### src/rtl/fll_pkg.sv
package fll_pkg;
  localparam int TAP_W  = 9;
  localparam int MOD_W  = 5;
  localparam int WORD_W = TAP_W + MOD_W;
  localparam int N_W    = 10;
  localparam int DIV_W  = 10;
  localparam int SEL_W  = 3;

  typedef logic [WORD_W-1:0] word_t;

  typedef enum logic [1:0] {
    UNL_LOCKED = 2'b00,
    UNL_SLOW   = 2'b01,
    UNL_FAST   = 2'b10,
    UNL_RANGE  = 2'b11
  } unlock_e;

  // Feedback ratio: powers of two up to 32, then 40 and 48.
  function automatic logic [DIV_W-1:0] fb_ratio(input logic [SEL_W-1:0] code);
    logic [DIV_W-1:0] r;
    case (code)
      3'd6:    r = DIV_W'(40);
      3'd7:    r = DIV_W'(48);
      default: r = DIV_W'(1) << code;
    endcase
    return r;
  endfunction

  // Reference ratio: 1, then 32..512 in powers of two, then 640 and 768.
  function automatic logic [DIV_W-1:0] ref_ratio(input logic [SEL_W-1:0] code);
    logic [DIV_W-1:0] r;
    case (code)
      3'd0:    r = DIV_W'(1);
      3'd6:    r = DIV_W'(640);
      3'd7:    r = DIV_W'(768);
      default: r = DIV_W'(16) << code;
    endcase
    return r;
  endfunction

  function automatic logic [N_W-1:0] mult_eff(input logic [N_W-1:0] n);
    return (n == '0) ? N_W'(1) : n;
  endfunction

  // Saturating single step of the combined word.
  function automatic word_t word_step(input word_t w, input logic up, input logic dn);
    word_t r;
    r = w;
    if (up && (w != '1))      r = w + word_t'(1);
    else if (dn && (w != '0)) r = w - word_t'(1);
    return r;
  endfunction
endpackage

### src/rtl/fll_strobe_div.sv
module fll_strobe_div #(
  parameter int DIV_W = 10
) (
  input  logic             clk,
  input  logic             rst_n,
  input  logic             clr,
  input  logic             tick,
  input  logic [DIV_W-1:0] ratio,
  output logic             pulse
);
  logic [DIV_W-1:0] cnt_q;
  logic             last;

  // A count at or beyond the final slot closes the group, so a ratio that
  // shrinks mid-group never stalls the divider.
  assign last  = (cnt_q >= (ratio - DIV_W'(1)));
  assign pulse = !clr && tick && last;

  always_ff @(posedge clk or negedge rst_n) begin
    if (!rst_n)     cnt_q <= '0;
    else if (clr)   cnt_q <= '0;
    else if (tick)  cnt_q <= last ? '0 : cnt_q + DIV_W'(1);
  end
endmodule

### src/rtl/fll_period_meter.sv
module fll_period_meter #(
  parameter int CNT_W = 12,
  parameter int N_W   = 10
) (
  input  logic           clk,
  input  logic           rst_n,
  input  logic           clr,
  input  logic           fb_pulse,
  input  logic           period_end,
  input  logic [N_W-1:0] n_eff,
  output logic           too_slow,
  output logic           too_fast
);
  logic [CNT_W-1:0] meas_q;
  logic [CNT_W-1:0] n_ext;

  assign n_ext    = CNT_W'(n_eff);
  assign too_slow = period_end && (meas_q < n_ext);
  assign too_fast = period_end && (meas_q > n_ext);

  always_ff @(posedge clk or negedge rst_n) begin
    if (!rst_n)
      meas_q <= '0;
    else if (clr)
      meas_q <= '0;
    else if (period_end)
      meas_q <= CNT_W'(fb_pulse);   // a coincident pulse opens the next count
    else if (fb_pulse && (meas_q != '1))
      meas_q <= meas_q + CNT_W'(1);
  end
endmodule

### src/rtl/fll_tap_word.sv
module fll_tap_word
  import fll_pkg::*;
#(
  parameter word_t RESET_WORD = word_t'(256 << MOD_W)
) (
  input  logic  clk,
  input  logic  rst_n,
  input  logic  step_up,
  input  logic  step_dn,
  input  logic  ld_fire,
  input  word_t ld_word,
  output word_t word
);
  word_t word_q;

  always_ff @(posedge clk or negedge rst_n) begin
    if (!rst_n)       word_q <= RESET_WORD;
    else if (ld_fire) word_q <= ld_word;
    else              word_q <= word_step(word_q, step_up, step_dn);
  end

  assign word = word_q;
endmodule

### src/rtl/fll_tap_ctrl.sv
module fll_tap_ctrl
  import fll_pkg::*;
#(
  parameter int RESET_TAP = 256,
  parameter int CNT_W     = 12
) (
  input  logic             clk,
  input  logic             rst_n,
  input  logic             loop_en,
  input  logic             osc_tick,
  input  logic             ref_tick,
  input  logic [SEL_W-1:0] ref_div_sel,
  input  logic [SEL_W-1:0] fb_div_sel,
  input  logic [N_W-1:0]   mult_n,
  input  logic             ld_en,
  input  logic [TAP_W-1:0] ld_tap,
  input  logic [MOD_W-1:0] ld_mod,
  input  logic [1:0]       his_clr,
  input  logic             fault_clr,
  output logic [TAP_W-1:0] tap,
  output logic [MOD_W-1:0] modv,
  output logic [1:0]       unlock,
  output logic [1:0]       unlock_his,
  output logic             fault
);
  localparam word_t RESET_WORD = word_t'(RESET_TAP) << MOD_W;
  localparam logic [TAP_W-1:0] TAP_TOP = '1;

  // Named internal events, shared with the checker.
  logic    halt;
  logic    period_end;
  logic    fb_pulse;
  logic    too_slow;
  logic    too_fast;
  logic    ld_fire;
  logic    at_end;
  word_t   word_w;
  unlock_e unl_q;
  logic [1:0] his_q;
  logic    fault_q;

  assign halt    = !loop_en;
  assign ld_fire = ld_en && halt;

  fll_strobe_div #(.DIV_W(DIV_W)) u_ref_div (
    .clk   (clk),
    .rst_n (rst_n),
    .clr   (halt),
    .tick  (ref_tick),
    .ratio (ref_ratio(ref_div_sel)),
    .pulse (period_end)
  );

  fll_strobe_div #(.DIV_W(DIV_W)) u_fb_div (
    .clk   (clk),
    .rst_n (rst_n),
    .clr   (halt),
    .tick  (osc_tick),
    .ratio (fb_ratio(fb_div_sel)),
    .pulse (fb_pulse)
  );

  fll_period_meter #(.CNT_W(CNT_W), .N_W(N_W)) u_meter (
    .clk        (clk),
    .rst_n      (rst_n),
    .clr        (halt),
    .fb_pulse   (fb_pulse),
    .period_end (period_end),
    .n_eff      (mult_eff(mult_n)),
    .too_slow   (too_slow),
    .too_fast   (too_fast)
  );

  fll_tap_word #(.RESET_WORD(RESET_WORD)) u_word (
    .clk     (clk),
    .rst_n   (rst_n),
    .step_up (too_slow),
    .step_dn (too_fast),
    .ld_fire (ld_fire),
    .ld_word ({ld_tap, ld_mod}),
    .word    (word_w)
  );

  assign at_end = (word_w[WORD_W-1:MOD_W] == '0) || (word_w[WORD_W-1:MOD_W] == TAP_TOP);

  always_ff @(posedge clk or negedge rst_n) begin
    if (!rst_n) begin
      unl_q   <= UNL_LOCKED;
      his_q   <= 2'b00;
      fault_q <= 1'b0;
    end else begin
      if (period_end)
        unl_q <= too_slow ? UNL_SLOW : (too_fast ? UNL_FAST : UNL_LOCKED);
      his_q   <= (his_q & ~his_clr) | {too_fast, too_slow};
      fault_q <= at_end || (fault_q && !fault_clr);
    end
  end

  assign tap        = word_w[WORD_W-1:MOD_W];
  assign modv       = word_w[MOD_W-1:0];
  assign unlock     = fault_q ? UNL_RANGE : unl_q;
  assign unlock_his = his_q;
  assign fault      = fault_q;
endmodule

### config.mk
export PLATFORM = sky130hd
export DESIGN_NAME = fll_tap_ctrl
export DESIGN_NICKNAME = d
export VERILOG_FILES = /design/src/rtl/fll_pkg.sv /design/src/rtl/fll_strobe_div.sv /design/src/rtl/fll_period_meter.sv /design/src/rtl/fll_tap_word.sv /design/src/rtl/fll_tap_ctrl.sv
export SDC_FILE = /design/constraint.sdc
export NUM_CORES = 1
export LEC_CHECK = 0
export BUFFER_PORTS_ARGS = -buffer_cell sky130_fd_sc_hd__clkbuf_2
export CORE_UTILIZATION = 51
export DETAILED_ROUTE_END_ITERATION = 10
export PLACE_DENSITY = 0.75
export REMOVE_ABC_BUFFERS = 1
export SYNTH_ARGS = -nofsm -noshare
export SYNTH_HDL_FRONTEND = slang
export SYNTH_SLANG_ARGS = --single-unit
### constraint.sdc
create_clock -name clk -period 3.95 [get_ports clk]
set_input_delay 0.395 -clock clk [delete_from_list [all_inputs] [get_ports clk]]
set_output_delay 0.395 -clock clk [all_outputs]
set_load 0.02 [all_outputs]
==> results of run 1 <==
[path summary, 6_finish.rpt]
| kind | slack (ps) | cells past startpoint | endpoint |
|---|---|---|---|
| worst max-delay path | 200 | 15 | u_word.word[13] |
| worst min-delay path | 180 | 2 | u_ref_div.cnt_q[0] |
| worst max register to register | 200 | 15 | u_word.word[13] |
| worst min register to register | 480 | 2 | unl_q[1] |
| max in group asynchronous | 3330 | 2 | u_meter.meas_q[11] |
| min in group clk | 240 | 2 | unlock_his[1] |
[Yosys cell counts (2+ instances only)]
| master | count | area (µm²) |
|---|---|---|
| clkbuf_1 | 8 | 30.0 |
| xnor2_1 | 11 | 96.3 |
| dfrtp_1 | 50 | 1250 |
| nor2_1 | 44 | 165 |
| inv_1 | 24 | 90.1 |
| and3_1 | 12 | 75.1 |
| a21o_1 | 9 | 67.6 |
| o21bai_1 | 2 | 15.0 |
| and4_1 | 4 | 35.0 |
| o21ai_0 | 17 | 85.1 |
| a41o_1 | 2 | 20.0 |
| o21a_1 | 3 | 22.5 |
| ha_1 | 42 | 526 |
| o21ai_1 | 18 | 90.1 |
| nor3_1 | 5 | 25.0 |
| or3_1 | 8 | 50.1 |
| xor2_1 | 10 | 87.6 |
| a22o_1 | 3 | 26.3 |
| o31ai_1 | 5 | 37.5 |
| nand3_1 | 20 | 100 |
| nor4_1 | 2 | 12.5 |
| a21oi_1 | 27 | 135 |
| nand2b_1 | 12 | 75.1 |
| o22ai_1 | 2 | 12.5 |
| a211o_1 | 2 | 17.5 |
| or2_2 | 2 | 12.5 |
| buf_2 | 2 | 10.0 |
| nor2b_1 | 7 | 43.8 |
| nand2_1 | 31 | 116 |
| nand4_1 | 8 | 50.1 |
| mux2i_1 | 14 | 140 |
| and2_1 | 6 | 37.5 |
| or4_1 | 3 | 22.5 |
| o211ai_1 | 3 | 22.5 |
| a31oi_1 | 3 | 18.8 |
[routing by layer]
metal / track usage (%) / part of all wire (%)
met5: 0 / 0
met4: 6.35 / 1.2
met3: 3.32 / 4.3
met2: 40.9 / 49
met1: 30.8 / 46
[cells by family after synthesis]
kind of cell	count (synthesis)
buffers and inverters	36
and+or+nand+nor	171
xor gates and xnor gates	21
adders and majority gates	43
DFF	51
muxes	15
AOI/OAI and AO/OA	102
[area by class of cell]
type,instances,area (µm²)
clock inverter,2,35.0
sequential,51,1280
tap,99,124
clock buffer,6,82.6
inverter,25,93.8
timing repair buffer,79,463
fill,670,2780
multi-input combinational,352,2440
[power groups by stage]
stage | Sequential, mW | Clock (mW) | Combinational [mW]
2_1_floorplan | 0.609 | 0 | 0.191
3_3_place_gp | 0.593 | 0 | 0.323
3_5_place_dp | 0.594 | 0 | 0.336
4_1_cts | 0.584 | 0.394 | 0.339
5_1_grt | 0.590 | 0.413 | 0.384
6_report | 0.585 | 0.385 | 0.339
[layout by cell type, fill, tap and decap left out, types with 3 or more instances in the layout]
master / n
clkbuf_2: 57
dfrtp_1: 50
nor2_1: 44
ha_1: 42
nand2_1: 31
a21oi_1: 26
inv_1: 24
buf_4: 21
nand3_1: 20
o21ai_1: 18
o21ai_0: 17
mux2i_1: 14
nand2b_1: 12
and3_1: 12
xnor2_1: 11
xor2_1: 10
a21o_1: 9
or3_1: 8
nand4_1: 8
nor2b_1: 7
and2_1: 6
clkbuf_8: 6
o31ai_1: 5
nor3_1: 5
and4_1: 4
o211ai_1: 3
a31oi_1: 3
o21a_1: 3
a22o_1: 3
or4_1: 3
[state kept, by name, indices dropped and copies added (netlist names)]
name             count
u_meter.meas_q      12
unl_q                2
fault                1
u_ref_div.cnt_q     10
u_fb_div.cnt_q      10
unlock_his           2
u_word.word         14
==> results by group, run 1 <==
GRT
  • Initial antenna violation count: 0
  • Pin count of the biggest net entering global routing: 52
  • First-pass GRT wire length: 14,700 µm
  • Vias in the first global route: 3,340
  • Grt ovf: 0
  • GRT Util Overall: 23.5%

Synth
  • Synthesized flop and latch total: 51
  • Sequential share of the synthesized area: 33.1%
  • Synth Area in Simple Gates: 23.2%
  • Synth warn: 0
  • Adder-cell share of the synthesized area: 14.1%
  • Avg Cell Area, Syn: 8.78 µm²
  • Synth Area in Compound Gates: 16.9%
  • Mapped Cells: 439
  • Prevailing post-synth register cell: dfrtp_1
  • Post-synth EDFFs: 0
  • Mux share of post-synthesis cell area: 3.93%
  • Netlist cell types: 53
  • Syn Std Cell Area: 3860 µm²
  • Async SR Flop Fraction: 100%
  • Largest family of logic cells by synthesized area: simple AND/OR/NAND/NOR gates
  • Xor and xnor fraction of the mapped netlist area: 4.77%

Worst setup path
  • Cell family with most CP delay: compound AO/OA/AOI/OAI gates
  • Arr. time, crit path: 3990 ps
  • Worst Setup SP: u_meter.meas_q[8]
  • CP endpoint kind: flop
  • Critical path's slowest cell: dfrtp_1
  • Required time of the critical path: 4190 ps
  • WS Path Type: reg2reg
  • Crit-path cells: ha_1 -> a21o_1 -> a2111oi_4 -> o221ai_4 -> or3_1 -> buf_12 -> ha_1 -> a21oi_1 -> o22ai_1 -> o21ai_1 -> o21a_1 -> a21oi_1 -> o21ai_0 -> o31ai_1 -> a211o_1
  • Buf/Inv on CP: 1
  • Startpoint types: flop
  • FF-to-FF Start: u_meter.meas_q[8]
  • Peak per-stage delay on the critical path: 430 ps
  • Largest fanout on the critical path: 12

Floorplan
  • Boundary Pins: 58
  • DIE AREA: 7910 µm²
  • Chip Width: 89.0 µm
  • Core region area: 7290 µm²
  • Site row count: 31
  • Initial Utilization: 52.9%
  • Chip Height: 89.0 µm

Pwr
  • P_sw: 0.404 mW
  • Internal power component: 0.905 mW
  • Leakage: 2.30 nW
  • Combinational Power Share: 25.9%
  • Design Power: 1.31 mW
  • Worst vdd ir: 0.000129 V
  • Switching Share: 30.9%
  • Clock power frac: 29.4%
  • Seq pwr share: 44.7%
  • Pwr Density: 290 nW/µm²

Clock network
  • Hold_buf cts: 0
  • Clk sinks: 51
  • CTS resizes: 0
  • CTS Buffer Depth: 2
  • Cell at the root of the clock tree: clkbuf_8
  • H-Tree Level Count: 2
  • Clock-pin slew on the worst setup and hold paths: 90 ps
  • TritonCTS clock tree: done
  • Post-CTS Setup Repair Bufs: 0
  • Clock Latency Late Sink: 310 ps
  • CTS Buf Count: 5

Hold path
  • Worst Hold Class: in2async

STA
  • Slew @ Worst Pin: 668 ps
  • Finish-stage setup viols: 0
  • Setup TNS: 0 ps
  • Unrepaired setup endpoints after global routing: false
  • Fin crit share: 94.8%
  • Pins Over Slew Limit: 0
  • Max Freq: 267 MHz
  • Final hold slack: 183 ps
  • Final hold viol count: 0
  • Tmin final: 3750 ps
  • Max-Slew Margin vs Limit: 55.4%
  • Final worst slack: 205 ps
  • Clock skew: 10.7 ps

Cells and area
  • ANT cells: 0
  • Cell Count, Final, Fillers Out: 614
  • Final core utilization: 61.9%
  • Layout cells sized above 1: 19.6%
  • Fin area: 4520 µm²
  • Nets: 596
  • Area growth syn-to-layout: 17.1%

Job
  • Max Cap Viol: 0

Placement
  • HPWL Detailed: 6510 µm
  • Placed insts: 606
  • GP Congestion: 0.879
  • IO buf count: 57
  • Post-DP Area: 4380 µm²
  • Place WS: -3.37 ps

Drt
  • Routed WL per cell: 13.9 µm
  • Post-route antenna net violation count: 0
  • Remaining DRCs: 0
  • DR iter-0 viols: 151
  • Overall routed net length: 8550 µm
  • DR vias: 3,479
  • Via/cell ratio: 5.67
  • DRT Pass-1 Iters: 4

Status
  • Status: completed
Note: power is estimated with default switching activity, not from simulation.
==> run 2, diff against run 1 <==
Settings changed: CORE_MARGIN set to 2.
==> results by group, run 2 (synthesized netlist as in run 1, its figures left out) <==
Hold path
  • Worst Hold Class: in2reg

GRT
  • First-pass GRT wire length: 15,200 µm
  • GRT Util Overall: 21.9%
  • Vias in the first global route: 3,383
  • Grt ovf: 0
  • Pin count of the biggest net entering global routing: 40
  • Initial antenna violation count: 0

Floorplan
  • Chip Width: 91.0 µm
  • Core region area: 7290 µm²
  • Chip Height: 91.0 µm
  • Initial Utilization: 52.9%
  • Site row count: 31
  • Boundary Pins: 58
  • DIE AREA: 8270 µm²

STA
  • Finish-stage setup viols: 0
  • Tmin final: 3640 ps
  • Final hold viol count: 0
  • Max-Slew Margin vs Limit: 57.8%
  • Unrepaired setup endpoints after global routing: false
  • Fin crit share: 92.1%
  • Max Freq: 275 MHz
  • Clock skew: 14.1 ps
  • Pins Over Slew Limit: 0
  • Slew @ Worst Pin: 631 ps

Worst setup path
  • Critical path's slowest cell: or4_4
  • Crit-path cells: ha_1 -> nand3_1 -> or4_4 -> o221ai_4 -> or3_1 -> buf_4 -> inv_2 -> fa_1 -> nor2b_1 -> o21ai_1 -> a21oi_1 -> o211ai_1 -> a31oi_1 -> nor2_1 -> xnor2_1 -> a21o_1
  • Arr. time, crit path: 3840 ps
  • Largest fanout on the critical path: 10
  • Peak per-stage delay on the critical path: 520 ps
  • CP endpoint kind: flop
  • Startpoint types: flop
  • WS Path Type: reg2reg
  • Required time of the critical path: 4150 ps

Placement
  • GP Congestion: 0.881
  • HPWL Detailed: 6730 µm
  • IO buf count: 57
  • Post-DP Area: 4390 µm²

Cells and area
  • Fill count: 662
  • Nets: 599
  • Layout cells sized above 1: 19.7%
  • Commonest non-fill, non-tap cell in the layout: clkbuf_2
  • Largest register FFs: 14
  • Area growth syn-to-layout: 16.9%
  • Most frequent cells in the layout: 57 x clkbuf_2, 50 x dfrtp_1, 44 x nor2_1
  • Fin area: 4510 µm²
  • ANT cells: 0

Drt
  • DR vias: 3,426
  • Via/cell ratio: 5.55
  • Routed WL per cell: 13.8 µm
  • DRT Pass-1 Iters: 4
  • Overall routed net length: 8490 µm
  • Post-route antenna net violation count: 0
  • Remaining DRCs: 0
  • DR iter-0 viols: 120

Clock network
  • TritonCTS clock tree: done
  • Post-CTS Setup Repair Bufs: 0
  • CTS Buffer Depth: 2
  • Cell at the root of the clock tree: clkbuf_8
  • Clock Latency Late Sink: 300 ps
  • Clk sinks: 51
  • Clock-pin slew on the worst setup and hold paths: 100 ps
  • H-Tree Level Count: 2
  • CTS Buf Count: 5

Pwr
  • Leakage: 2.29 nW
  • Seq pwr share: 46.8%
  • Switching Share: 32.2%
  • Combinational Power Share: 27.2%
  • Internal power component: 0.845 mW
  • Clock power frac: 25.9%
  • Worst vdd ir: 0.000134 V
  • Pwr Density: 277 nW/µm²
  • Design Power: 1.25 mW
  • P_sw: 0.402 mW

Status
  • Status: completed

Job
  • Max Cap Viol: 0
[run 2: cell types whose count changed in the layout (fill, tap and decap cells not counted), sizes merged]
cell | before | now
dlygate4sd3 | 0 | 1
buf | 22 | 24
clkinvlp | 0 | 1
bufinv | 1 | 0
[run 2: stage by stage]
stage	std cells	util [%]	hold slack (ps)	TNS [ps]	setup slack (ps)
finish	617	61.8	283	0	312
global route	617	61.8	282	0	32.1
CTS	617	61.6	267	0	198
detailed placement	608	60.1	326	0	26.5
global placement	608	60.1	324	0	33.4
floorplan	428	-	99.4	-951	-233
[run 2: what timing repair did]
item | in CTS | in global routing
hold endpoints to repair | 12 | 0
endpoints found under the setup margin | 0 | 4
hold buffers | 1 | 0
gates resized for setup | 0 | 2
[run 2: worst paths after layout]
| path | endpoint | cells past startpoint | startpoint | slack (ps) |
|---|---|---|---|---|
| max | u_word.word[12] | 16 | u_meter.meas_q[9] | 310 |
| min | unlock_his[0] | 2 | his_clr[0] | 280 |
| max reg2reg | u_word.word[12] | 16 | u_meter.meas_q[9] | 310 |
| min reg2reg | unl_q[1] | 2 | unl_q[1] | 480 |
| max in group asynchronous | u_word.word[13] | 3 | rst_n | 2590 |
| min in group asynchronous | u_ref_div.cnt_q[9] | 2 | rst_n | 520 |
[run 2: critical path, delay by kind of cell (launching register included)]
kind,cells,cell delay [ps]
buffers and inverters,2,230
adders and majority gates,2,750
xor gates and xnor gates,1,120
DFF,1,420
AOI/OAI and AO/OA,6,1050
and+or+nand+nor,5,980
[run 2: power by group through the flow]
stage                     Sequential (mW)  Clock [mW]  Combinational, mW
after floorplan                     0.609           0              0.191
after global placement              0.593           0              0.327
after detailed placement            0.594           0              0.338
after CTS                           0.584       0.339              0.341
after global routing                0.589       0.359              0.387
final                               0.584       0.323              0.339
[run 2: metal layers]
metal	vias up	track usage, %	routed length, µm
li1	1736	-	-
met1	1618	29.9	4040
met2	66	37.0	4090
met5	-	0	0
met4	0	5.30	65
met3	6	2.90	292
[run 2: cell type report]
type                    instances  area, µm²  area share (%)
repair buffers                 82        475            10.5
multi-input cells             352       2440            54.1
clock buffers                   6       82.6            1.83
inverters                      25       93.8            2.08
flip-flops and latches         51       1280            28.3
well taps                      99        124            2.75
clock inverters                 2       16.3           0.361
